[src/rtl/sline_pkg.sv]
package sline_pkg;
  typedef enum logic [2:0] {
    OP_INIT     = 3'd0,
    OP_IEN      = 3'd1,
    OP_IDIS     = 3'd2,
    OP_XFER     = 3'd3,
    OP_BREAK    = 3'd4,
    OP_FILL_ON  = 3'd5,
    OP_FILL_OFF = 3'd6,
    OP_NOP      = 3'd7
  } cmd_op_e;

  localparam int ST_W      = 6;
  localparam int ST_NEED   = 0;
  localparam int ST_RXDONE = 1;
  localparam int ST_BRKRX  = 2;
  localparam int ST_OVF    = 3;
  localparam int ST_TXDONE = 4;
  localparam int ST_OVR    = 5;

  function automatic logic par7(input logic [6:0] b);
    return ^b;
  endfunction

  function automatic logic par_err(input logic [7:0] b);
    return (^b[6:0]) != b[7];
  endfunction

  function automatic logic [9:0] make_frame(input logic [7:0] b);
    return {1'b1, b, 1'b0};
  endfunction
endpackage

[src/rtl/sline_tx.sv]
module sline_tx
  import sline_pkg::*;
#(
  parameter int CPB = 16
) (
  input  logic       clk,
  input  logic       rst_n,
  input  logic       init,
  input  logic       brk_req,
  input  logic       fill_on,
  input  logic       hold_full,
  input  logic [7:0] hold_data,
  output logic       take,
  output logic       done,
  output logic       txd,
  output logic       busy
);
  localparam int CW = (CPB > 2) ? $clog2(CPB) : 1;

  typedef enum logic [1:0] {T_IDLE, T_DATA, T_BRK} tst_e;

  tst_e          st;
  logic [9:0]    sh;
  logic [3:0]    bitn;
  logic [CW-1:0] cnt;
  logic          bit_end, last_bit;

  assign bit_end  = (st != T_IDLE) && (cnt == CW'(CPB - 1));
  assign last_bit = bit_end && (bitn == 4'd9);
  assign take     = hold_full && !fill_on && !init &&
                    ((st == T_IDLE) || (st == T_DATA && last_bit));
  assign done     = last_bit && !take;
  assign busy     = (st != T_IDLE);
  assign txd      = (st == T_DATA) ? sh[0] : (st != T_BRK);

  always_ff @(posedge clk or negedge rst_n) begin
    if (!rst_n) begin
      st <= T_IDLE; sh <= '1; bitn <= 4'hF; cnt <= '0;
    end else if (init) begin
      st <= T_IDLE; sh <= '1; bitn <= 4'hF; cnt <= '0;
    end else if (take) begin
      st <= T_DATA; sh <= make_frame(hold_data); bitn <= 4'd0; cnt <= '0;
    end else if (st == T_IDLE) begin
      if (brk_req && !hold_full) begin
        st <= T_BRK; bitn <= 4'd0; cnt <= '0;
      end
    end else if (bit_end) begin
      cnt <= '0;
      sh  <= {1'b1, sh[9:1]};
      if (bitn == 4'd9) begin
        st <= T_IDLE; bitn <= 4'hF;
      end else begin
        bitn <= bitn + 4'd1;
      end
    end else begin
      cnt <= cnt + CW'(1);
    end
  end

  // every frame opens with a space start bit
  a_r4_start_space: assert property (@(posedge clk) disable iff (!rst_n)
    take |=> !txd);
  // the final clock of a data frame is at mark
  a_r4_stop_mark: assert property (@(posedge clk) disable iff (!rst_n)
    (last_bit && st == T_DATA) |-> txd);
endmodule

[src/rtl/sline_rx.sv]
module sline_rx
  import sline_pkg::*;
#(
  parameter int CPB = 16
) (
  input  logic       clk,
  input  logic       rst_n,
  input  logic       init,
  input  logic       rxd,
  output logic [7:0] data,
  output logic       done,
  output logic       brk,
  output logic       start,
  output logic       perr
);
  localparam int CW   = (CPB > 2) ? $clog2(CPB) : 1;
  localparam int HALF = CPB / 2;

  typedef enum logic [1:0] {R_IDLE, R_RUN, R_WAIT} rst_e;

  rst_e          st;
  logic          s1, s2;
  logic [7:0]    shreg;
  logic [3:0]    bitn;
  logic [CW-1:0] cnt;
  logic          samp, stop_samp, brk_c;

  assign samp      = (st == R_RUN) &&
                     (cnt == ((bitn == 4'd0) ? CW'(HALF - 1) : CW'(CPB - 1)));
  assign stop_samp = samp && (bitn == 4'd9);
  assign brk_c     = (shreg == 8'h00) && !s2;
  assign brk       = stop_samp && brk_c;
  assign done      = stop_samp && !brk_c;

  always_ff @(posedge clk or negedge rst_n) begin
    if (!rst_n) begin
      s1 <= 1'b1; s2 <= 1'b1;
    end else begin
      s1 <= rxd; s2 <= s1;
    end
  end

  always_ff @(posedge clk or negedge rst_n) begin
    if (!rst_n) begin
      st <= R_IDLE; bitn <= 4'hF; cnt <= '0; start <= 1'b0;
      shreg <= '0; data <= '0; perr <= 1'b0;
    end else if (init) begin
      st <= R_IDLE; bitn <= 4'hF; cnt <= '0; start <= 1'b0;
      shreg <= '0; data <= '0; perr <= 1'b0;
    end else begin
      unique case (st)
        R_IDLE: if (!s2) begin
          st <= R_RUN; cnt <= '0; bitn <= 4'd0; start <= 1'b1;
        end
        R_RUN: if (samp) begin
          cnt <= '0;
          if (bitn == 4'd0) begin
            if (s2) begin st <= R_IDLE; start <= 1'b0; bitn <= 4'hF; end
            else bitn <= 4'd1;
          end else if (bitn == 4'd9) begin
            start <= 1'b0; bitn <= 4'hF;
            if (brk_c) st <= R_WAIT;
            else begin
              st <= R_IDLE; data <= shreg; perr <= par_err(shreg);
            end
          end else begin
            shreg <= {s2, shreg[7:1]};
            bitn  <= bitn + 4'd1;
          end
        end else begin
          cnt <= cnt + CW'(1);
        end
        R_WAIT: if (s2) st <= R_IDLE;
        default: st <= R_IDLE;
      endcase
    end
  end

  // start sense is held for the whole frame
  a_r10_start_held: assert property (@(posedge clk) disable iff (!rst_n)
    (st == R_RUN) |-> start);
  // start sense drops once the stop bit is sampled
  a_r10_start_drops: assert property (@(posedge clk) disable iff (!rst_n)
    (done || brk) |=> !start);
endmodule

[src/rtl/sline_ctrl.sv]
module sline_ctrl
  import sline_pkg::*;
#(
  parameter int CLKS_PER_BIT = 16,
  parameter int FILL_CLKS    = 1600,
  parameter int CNT_W        = 15
) (
  input  logic             clk,
  input  logic             rst_n,
  input  logic             cmd_valid,
  input  logic [2:0]       cmd_op,
  input  logic             bo_valid,
  input  logic [1:0]       bo_sel,
  input  logic [7:0]       bo_data,
  input  logic             rd_ack,
  input  logic [6:0]       acc,
  input  logic             rxd,
  output logic             txd,
  output logic             irq,
  output logic             sense_svc,
  output logic             sense_txpar,
  output logic             sense_line,
  output logic             sense_rxpar,
  output logic             sense_start,
  output logic [ST_W-1:0]  status,
  output logic [7:0]       rx_data,
  output logic [CNT_W-1:0] byte_count
);
  localparam int HI_W = CNT_W - 8;
  localparam int FW   = (FILL_CLKS > 2) ? $clog2(FILL_CLKS) : 1;

  logic is_init, is_ien, is_idis, is_xfer, is_brk, is_fon, is_foff;
  logic wr_dat, wr_hi, wr_lo;
  logic irq_en, hold_full, fill_on, fill_tick;
  logic [7:0] hold_data;
  logic [FW-1:0] fill_cnt;
  logic take, tx_done_p, tx_busy, rx_done_p, rx_brk_p;
  logic [ST_W-1:0] st_set, st_clr;

  assign is_init = cmd_valid && cmd_op == OP_INIT;
  assign is_ien  = cmd_valid && cmd_op == OP_IEN;
  assign is_idis = cmd_valid && cmd_op == OP_IDIS;
  assign is_xfer = cmd_valid && cmd_op == OP_XFER;
  assign is_brk  = cmd_valid && cmd_op == OP_BREAK;
  assign is_fon  = cmd_valid && cmd_op == OP_FILL_ON;
  assign is_foff = cmd_valid && cmd_op == OP_FILL_OFF;
  assign wr_dat  = bo_valid && bo_sel == 2'd0;
  assign wr_hi   = bo_valid && bo_sel == 2'd1;
  assign wr_lo   = bo_valid && bo_sel == 2'd2;

  sline_tx #(.CPB(CLKS_PER_BIT)) u_tx (
    .clk(clk), .rst_n(rst_n), .init(is_init), .brk_req(is_brk),
    .fill_on(fill_on), .hold_full(hold_full), .hold_data(hold_data),
    .take(take), .done(tx_done_p), .txd(txd), .busy(tx_busy)
  );

  sline_rx #(.CPB(CLKS_PER_BIT)) u_rx (
    .clk(clk), .rst_n(rst_n), .init(is_init), .rxd(rxd),
    .data(rx_data), .done(rx_done_p), .brk(rx_brk_p),
    .start(sense_start), .perr(sense_rxpar)
  );

  assign fill_tick = fill_on && (fill_cnt == FW'(FILL_CLKS - 1));

  always_ff @(posedge clk or negedge rst_n) begin
    if (!rst_n) begin
      irq_en <= 1'b0; hold_full <= 1'b0; hold_data <= '0;
      fill_on <= 1'b0; fill_cnt <= '0;
    end else if (is_init) begin
      irq_en <= 1'b0; hold_full <= 1'b0;
      fill_on <= 1'b0; fill_cnt <= '0;
    end else begin
      if (is_ien) irq_en <= 1'b1;
      else if (is_idis) irq_en <= 1'b0;
      if (wr_dat) hold_data <= bo_data;
      if (is_xfer) hold_full <= 1'b1;
      else if (take) hold_full <= 1'b0;
      if (is_fon) begin
        fill_on <= 1'b1; fill_cnt <= '0;
      end else if (is_foff) begin
        fill_on <= 1'b0; fill_cnt <= '0;
      end else if (fill_on) begin
        fill_cnt <= fill_tick ? '0 : fill_cnt + FW'(1);
      end
    end
  end

  always_ff @(posedge clk or negedge rst_n) begin
    if (!rst_n) byte_count <= '0;
    else if (wr_hi || wr_lo) begin
      if (wr_hi) byte_count[CNT_W-1:8] <= bo_data[HI_W-1:0];
      if (wr_lo) byte_count[7:0] <= bo_data;
    end else if (take) byte_count <= byte_count - CNT_W'(1);
  end

  always_comb begin
    st_set = '0;
    st_clr = '0;
    st_set[ST_NEED]   = take || fill_tick;
    st_clr[ST_NEED]   = wr_dat;
    st_set[ST_RXDONE] = rx_done_p;
    st_clr[ST_RXDONE] = rd_ack;
    st_set[ST_BRKRX]  = rx_brk_p;
    st_clr[ST_BRKRX]  = rd_ack;
    st_set[ST_OVF]    = take && (byte_count == '0) && !wr_hi && !wr_lo;
    st_clr[ST_OVF]    = wr_hi || wr_lo;
    st_set[ST_TXDONE] = tx_done_p;
    st_clr[ST_TXDONE] = is_xfer;
    st_set[ST_OVR]    = rx_done_p && status[ST_RXDONE];
    st_clr[ST_OVR]    = rd_ack;
  end

  always_ff @(posedge clk or negedge rst_n) begin
    if (!rst_n) status <= '0;
    else if (is_init) status <= '0;
    else status <= (status & ~st_clr) | st_set;
  end

  assign sense_svc   = |status;
  assign irq         = irq_en && sense_svc;
  assign sense_txpar = par7(acc);
  assign sense_line  = txd;

  // initialise leaves a quiet, marking controller
  a_r1_init_quiet: assert property (@(posedge clk) disable iff (!rst_n)
    is_init |=> (status == '0 && !irq && txd));
  // a disable command silences the interrupt
  a_r2_disable: assert property (@(posedge clk) disable iff (!rst_n)
    is_idis |=> !irq);
  // the buffer handoff raises transmitter-needs-data
  a_r5_need: assert property (@(posedge clk) disable iff (!rst_n)
    take |=> status[ST_NEED]);
  // high counter port lands in bits 14..8
  a_r6_hi_load: assert property (@(posedge clk) disable iff (!rst_n)
    wr_hi |=> byte_count[CNT_W-1:8] == $past(bo_data[HI_W-1:0]));
  // decrement through zero wraps and flags
  a_r6_wrap: assert property (@(posedge clk) disable iff (!rst_n)
    (take && byte_count == '0 && !wr_hi && !wr_lo) |=> (byte_count == '1 && status[ST_OVF]));
  // fill keeps an idle line at mark
  a_r8_fill_mark: assert property (@(posedge clk) disable iff (!rst_n)
    (fill_on && !tx_busy) |-> txd);
endmodule

[config.mk]
export PLATFORM = sky130hd
export DESIGN_NAME = sline_ctrl
export DESIGN_NICKNAME = d
export VERILOG_FILES = /design/src/rtl/sline_pkg.sv /design/src/rtl/sline_tx.sv /design/src/rtl/sline_rx.sv /design/src/rtl/sline_ctrl.sv
export SDC_FILE = /design/constraint.sdc
export NUM_CORES = 1
export LEC_CHECK = 0
export BUFFER_PORTS_ARGS = -buffer_cell sky130_fd_sc_hd__buf_4
export CORE_AREA = 8 8 117 119
export CTS_BUF_LIST = sky130_fd_sc_hd__clkbuf_8
export CTS_CLUSTER_SIZE = 14
export DETAILED_ROUTE_END_ITERATION = 10
export DIE_AREA = 0 0 125 127
export REMOVE_ABC_BUFFERS = 1
export SLEW_MARGIN = 20
export SYNTH_ARGS = -nofsm -noshare
export SYNTH_HDL_FRONTEND = slang
export SYNTH_SLANG_ARGS = --single-unit
[constraint.sdc]
create_clock -name clk -period 2.7 [get_ports clk]
set_input_delay 0.54 -clock clk [delete_from_list [all_inputs] [get_ports clk]]
set_output_delay 0.54 -clock clk [all_outputs]
set_load 0.01 [all_outputs]
* After elaboration in Yosys (flattened, before gate mapping) *
Cells that the tools add are included.

word-level totals
  flip-flop bits (word level) = 93
  input port bits = 26
  output and inout bits = 36
  word-level logic and storage cells = 218

operators by class
  add/sub/neg operators = 6
  eq/ne operators = 29
  multiplexer cells = 83
  bitwise operators = 4
  reductions and logical operators = 75

operators by type and width
  kind                                                                   number
  8-bit 2-to-1 mux                                                       12
  4-bit 2-to-1 mux                                                       19
  11-bit 2-to-1 mux                                                      5
  10-bit 2-to-1 mux                                                      4
  15-bit 2-to-1 mux                                                      2
  1-bit logical AND                                                      29
  2-bit 2-to-1 mux                                                       13
  1-bit 2-to-1 mux                                                       22
  4-bit by 1-bit adder with 4-bit output (second input constant)         4
  4-bit case mux with 2 select lines                                     2
  15-bit zero test                                                       1
  3-bit nonzero test                                                     5
  15-bit by 1-bit subtractor with 15-bit output (second input constant)  1
  7-bit XOR reduction                                                    2
  4-bit == test (second input constant)                                  3
  2-bit inequality test (second input constant)                          6
  2-bit AND reduction                                                    6
  4-bit nonzero test                                                     3
  11-bit by 1-bit adder with 11-bit output (second input constant)       1
  11-bit == test (second input constant)                                 1
  5-bit AND reduction                                                    2
  2-bit nonzero test                                                     5
  3-bit == test (second input constant)                                  3
  3-bit AND reduction                                                    3
  26 further kinds                                                       43

* Depth between registers and ports, before layout *
  word-level depth = 11
  depth in mapped cells = 8
  mapped depth without buffers = 7

* Hierarchy *
A second synthesis with hierarchy kept.

second synthesis, totals
  cell total of the unflattened synthesis = 540
  area, all modules = 5138.7 um^2

by module, submodules not included
  module      times used  cells each  area each (um^2)  sequential area each (um^2)
  sline_ctrl  1           261         2382.3            1076.0
  sline_rx    1           159         1602.8            758.2
  sline_tx    1           120         1153.6            491.7

* Worst setup path after synthesis *
Ideal clock, no wire load.

  path type = reg2reg
  start = reg u_tx.bitn[1]
  end = reg byte_count[1]
  data arrival time = 1.940 ns
  slack = 0.632 ns
  cell stages (with the launch flop) = 9
  buffers on the path = 1
  clock period less this slack = 2.068 ns
  cell sequence = dfstp_2 > inv_1 > ha_1 > and3b_1 > a21o_4 > and2_4 > buf_6 > o21ai_4 > mux2_1

on the way
  word-level cells in the longest chain between the ends = 7

RTL lines
  element                          line              RTL
  from (decl)                      sline_tx.sv:24    logic [3:0] bitn;
  from (signal assigned)           sline_tx.sv:53    bitn <= bitn + 4'd1;
  4-bit == test                    sline_tx.sv:29    assign last_bit = bit_end && (bitn == 4'd9);
  1-bit logical AND                sline_tx.sv:29
  1-bit logical AND                sline_tx.sv:31    ((st == T_IDLE) || (st == T_DATA && last_bit));
  1-bit logical OR                 sline_tx.sv:31
  1-bit logical AND                sline_tx.sv:30    assign take = hold_full && !fill_on && !init &&
  2-bit nonzero test (no line)     --
  2-bit AND reduction (no line)    --
  to (signal, indexed assignment)  sline_ctrl.sv:91  if (wr_hi) byte_count[CNT_W-1:8] <= bo_data[HI_W-1:0];
  to (signal assigned)             sline_ctrl.sv:92  if (wr_lo) byte_count[7:0] <= bo_data;
  to (signal assigned)             sline_ctrl.sv:93  end else if (take) byte_count <= byte_count - CNT_W'(1);
  to (decl)                        sline_ctrl.sv:27  output logic [CNT_W-1:0] byte_count

No other way between the ends.
A chain may end at the register's enable or synchronous reset.

* Worst setup path in the final report *
  start = reg byte_count[0]
  end = reg byte_count[8]

on the way
  word-level cells in the longest chain between the ends = 3

RTL lines
  element                                        line              RTL
  15-bit by 1-bit subtractor with 15-bit output  sline_ctrl.sv:93
  15-bit 2-to-1 mux                              sline_ctrl.sv:93
  15-bit 2-to-1 mux                              sline_ctrl.sv:90  else if (wr_hi || wr_lo) begin

No other way between the ends. The select of a mux whose other input is x is not followed.

==> Flow_metrics.wiki <==
{| class="wikitable"
! Metric !! Value
|-
| Power per unit of standard cell area || 892 mW/mm2
|-
| First-pass GRT wire length || 22400 um
|-
| Worst rel slew slack || 52.7%
|-
| Proportion of layout cells with a drive suffix above 1 || 21.6%
|-
| Register bit count reported by yosys || 92
|-
| Maximum fanout count along the critical path || 6
|-
| Warning count from the yosys run || 0
|-
| Result of the run || finished, final reports clean
|-
| Buffers added on ports || 61
|-
| Proportion of netlist area held by the largest area contributor || 35.3%
|-
| Data required time of the worst path || 2950 ps
|-
| Std-Cell Rows || 40
|-
| Count of flip-flops with a built-in enable after synthesis || 0
|-
| Unrepaired setup endpoints after global routing || false
|-
| Final cell count without fillers || 766
|-
| Final WL || 13300 um
|-
| Crit path max-delay cell type || or4b_2
|-
| Number of placed instances, taps included || 749
|-
| Top post-synthesis cells by area || dfrtp_1, dfstp_2, a21oi_1
|-
| Horizontal die dimension || 125 um
|-
| Prevailing post-synth register cell || dfrtp_1
|-
| Number of nets in the final layout || 653
|-
| Maximum resistive drop on vdd || 0.446 mV
|-
| Mean instance size in the synthesized netlist || 9.25 um2
|-
| Final-report hold violation count || 0
|-
| Worst setup path category || flop to flop
|-
| Slew at the pin closest to its max-slew limit || 708 ps
|-
| Post-CTS setup-driven buffer insertion count || 0
|-
| Clock tree from TritonCTS || built
|-
| Critical Path Source Type || flop
|-
| Count of max-cap constraint violations || 0
|-
| Crit path largest cell delay || 690 ps
|-
| Instance count of the mapped netlist || 559
|-
| Count of filler cells inserted in the layout || 1115
|-
| Final worst path period need || 2290 ps
|-
| Clock latency reported for the late side of the worst-skew pair || 380 ps
|-
| # setup viols final || 0
|-
| Count of H-tree levels built during CTS || 3
|-
| Count of inserted antenna diode cells || 0
|-
| Core region area || 0.0118 mm2
|-
| Layout-stage area growth over the synthesis result || 14.9%
|-
| Y dimension of the die || 127 um
|-
| All-layer global routing usage || 17.1%
|-
| DR vias || 4461
|-
| Synth async-reset ratio || 100%
|-
| Count of hold-fix buffers inserted at cts || 0
|-
| ANT nets after route || 0
|-
| Mean number of vias per cell || 5.82
|-
| Residual DRC count || 0
|-
| Leakage power || 2.61 nW
|-
| Total count of max-transition violations in the final report || 0
|-
| Part of the Yosys area used for sequential elements || 45.0%
|-
| Global route overflow || 0
|-
| Average wire per standard cell || 17.3 um
|-
| Gpl congestion || 0.878
|-
| Placed cell areas || 0.00574 mm2
|-
| Final standard cell utilization of the core || 50.3%
|-
| Cell chain of the critical path || inv_1 -> ha_1 -> or4b_2 -> nor4_1 -> nand3_1 -> o21ai_0 -> a21oi_1
|-
| Number of detailed-route iterations in the first pass || 5
|-
| Clk sink count || 92
|-
| Post-route setup slack || 412 ps
|-
| Pin count of the biggest net entering global routing || 55
|-
| Cell type with the largest total area after synthesis || dfrtp_1
|-
| Post-detail-place hpwl || 9730 um
|-
| I/O pin count || 62
|-
| Pre-CTS setup slack || 271 ps
|-
| CTS Buffer Depth || 2
|-
| Worst Hold Margin || 198 ps
|-
| Initial core utilization || 43.8%
|-
| Number of antenna violations at the first check in global routing || 0
|-
| Kind of end point of the critical path || flop
|-
| Post-Synthesis Cell Area || 0.00517 mm2
|-
| Number of global-route vias before repair || 4416
|-
| Post-layout power || 5.30 mW
|-
| Iter 0 DRT Violations || 223
|-
| Final period util || 84.7%
|-
| Number of different library cells in the post-synthesis netlist || 77
|-
| Type of the most critical hold path || input port to asynchronous set/reset pin
|-
| Fin area || 0.00594 mm2
|-
| Data arrival time of the critical path || 2540 ps
|-
| Maximum operating frequency || 437 MHz
|-
| Clock-pin slew of the registers on the worst-case setup and hold paths || 100 ps
|-
| Worst Clk Skew || 13.5 ps
|-
| Root Buffer Master || clkbuf_8
|-
| Number of buffers inserted during clock tree synthesis || 9
|-
| Total die area || 0.0159 mm2
|-
| TNS Setup || 0 ps
|-
| Quantity of gates resized following cts || 0
|}
[routing by layer]
metal,vias up,share of wire (%),GRT usage [%]
met4,0,2.1,7.02
met5,-,0,0
met1,2173,46,22.2
met3,16,4.7,3.79
met2,128,47,27.1
li1,2144,-,-
[path summary, 6_finish.rpt]
| check | from | end | slack, ps | cells past startpoint |
|---|---|---|---|---|
| setup / recovery | byte_count[0] | byte_count[8] | 410 | 7 |
| max in group asynchronous | rst_n | u_tx.bitn[0] | 1730 | 2 |
| hold reg to reg | u_rx.s1 | u_rx.s2 | 360 | 0 |
| hold / removal | rst_n | status[5] | 200 | 1 |
| min in group clk | rxd | u_rx.s1 | 260 | 1 |
| setup reg to reg | byte_count[0] | byte_count[8] | 410 | 7 |
[registers in the layout (all words and copies together) (netlist names), 2 cells and up]
signal	flops
u_tx.cnt	4
u_rx.shreg	8
u_tx.bitn	4
hold_data	8
byte_count	15
u_rx.data	8
status	6
u_tx.sh	9
u_rx.bitn	4
u_rx.cnt	4
u_tx.st	2
fill_cnt	11
u_rx.st	2
[placed cells by master, fill, tap and decap left out, types with 4 or more instances in the layout]
| cell type | netlist | layout |
|---|---|---|
| dfrtp_1 | 73 | 73 |
| buf_4 | 3 | 71 |
| a21oi_1 | 62 | 62 |
| nor2_1 | 57 | 57 |
| nand2_1 | 46 | 46 |
| o21ai_0 | 36 | 36 |
| inv_1 | 23 | 25 |
| nand3_1 | 24 | 24 |
| dfstp_2 | 19 | 19 |
| a31oi_1 | 17 | 17 |
| nor3_1 | 14 | 14 |
| ha_1 | 13 | 13 |
| xnor2_1 | 10 | 10 |
| mux2_2 | 10 | 10 |
| clkbuf_8 | 0 | 10 |
| a2bb2oi_1 | 9 | 9 |
| nand4_1 | 6 | 6 |
| a22oi_1 | 6 | 6 |
| or3_1 | 6 | 6 |
| o22ai_1 | 6 | 6 |
| xor2_1 | 5 | 5 |
| and2_1 | 4 | 4 |
| nand2b_1 | 4 | 4 |
| a21o_1 | 4 | 4 |
| mux2i_1 | 4 | 4 |
[power by group]
part           total, mW  leakage [nW]  internal (mW)  switching [mW]
registers           2.36          1.12           1.87           0.489
clock network      0.939         0.101          0.445           0.494
logic               2.00          1.38          0.927            1.07
[critical path: cells and delay by family, from the launching register on]
family          cells  cell delay (ps)
flops               1              460
buf+inv             1              150
simple gates        3             1100
fa+ha+maj           1              230
compound gates      2              220
[cells in the mapped netlist, drive strengths merged (3+ instances only)]
library cell  count
buf              15
o22ai             6
nand3b            3
mux2             11
a21o              5
a2bb2oi           9
nor4              4
a31oi            17
nor3b             3
o21ai            39
inv              23
nor4b             3
clkbuf           12
or3               6
dfstp            19
and2              5
nand4b            3
o211ai            3
a21oi            63
nand4             6
xor2              5
a211oi            3
or3b              3
mux2i             4
nand3            24
dfrtp            73
ha               13
nand2            47
nor3             16
nor2             58
a22oi             6
xnor2            10
nand2b            4
[area by class of cell]
class | count | area [um2] | share of cell area [%]
multi-input combinational | 417 | 2620 | 44.0
sequential | 92 | 2330 | 39.2
timing repair buffer | 71 | 533 | 8.97
tap | 147 | 184 | 3.10
clock buffer | 10 | 138 | 2.32
inverter | 23 | 86.3 | 1.45
clock inverter | 6 | 57.6 | 0.969
[cells by family (layout without fill, tap and decap cells)]
group                    Yosys count  count (layout)  share of synthesized area (%)
buffers and inverters             50             110                           4.43
adder cells (fa/ha/maj)           13              13                           3.15
AO/OA/AOI/OAI                    176             176                           21.5
multiplexers                      15              15                           3.17
AND/OR/NAND/NOR                  198             198                           20.2
flip-flops                        92              92                           45.0
XOR/XNOR                          15              15                           2.54
(Power assumes the default switching activity.)
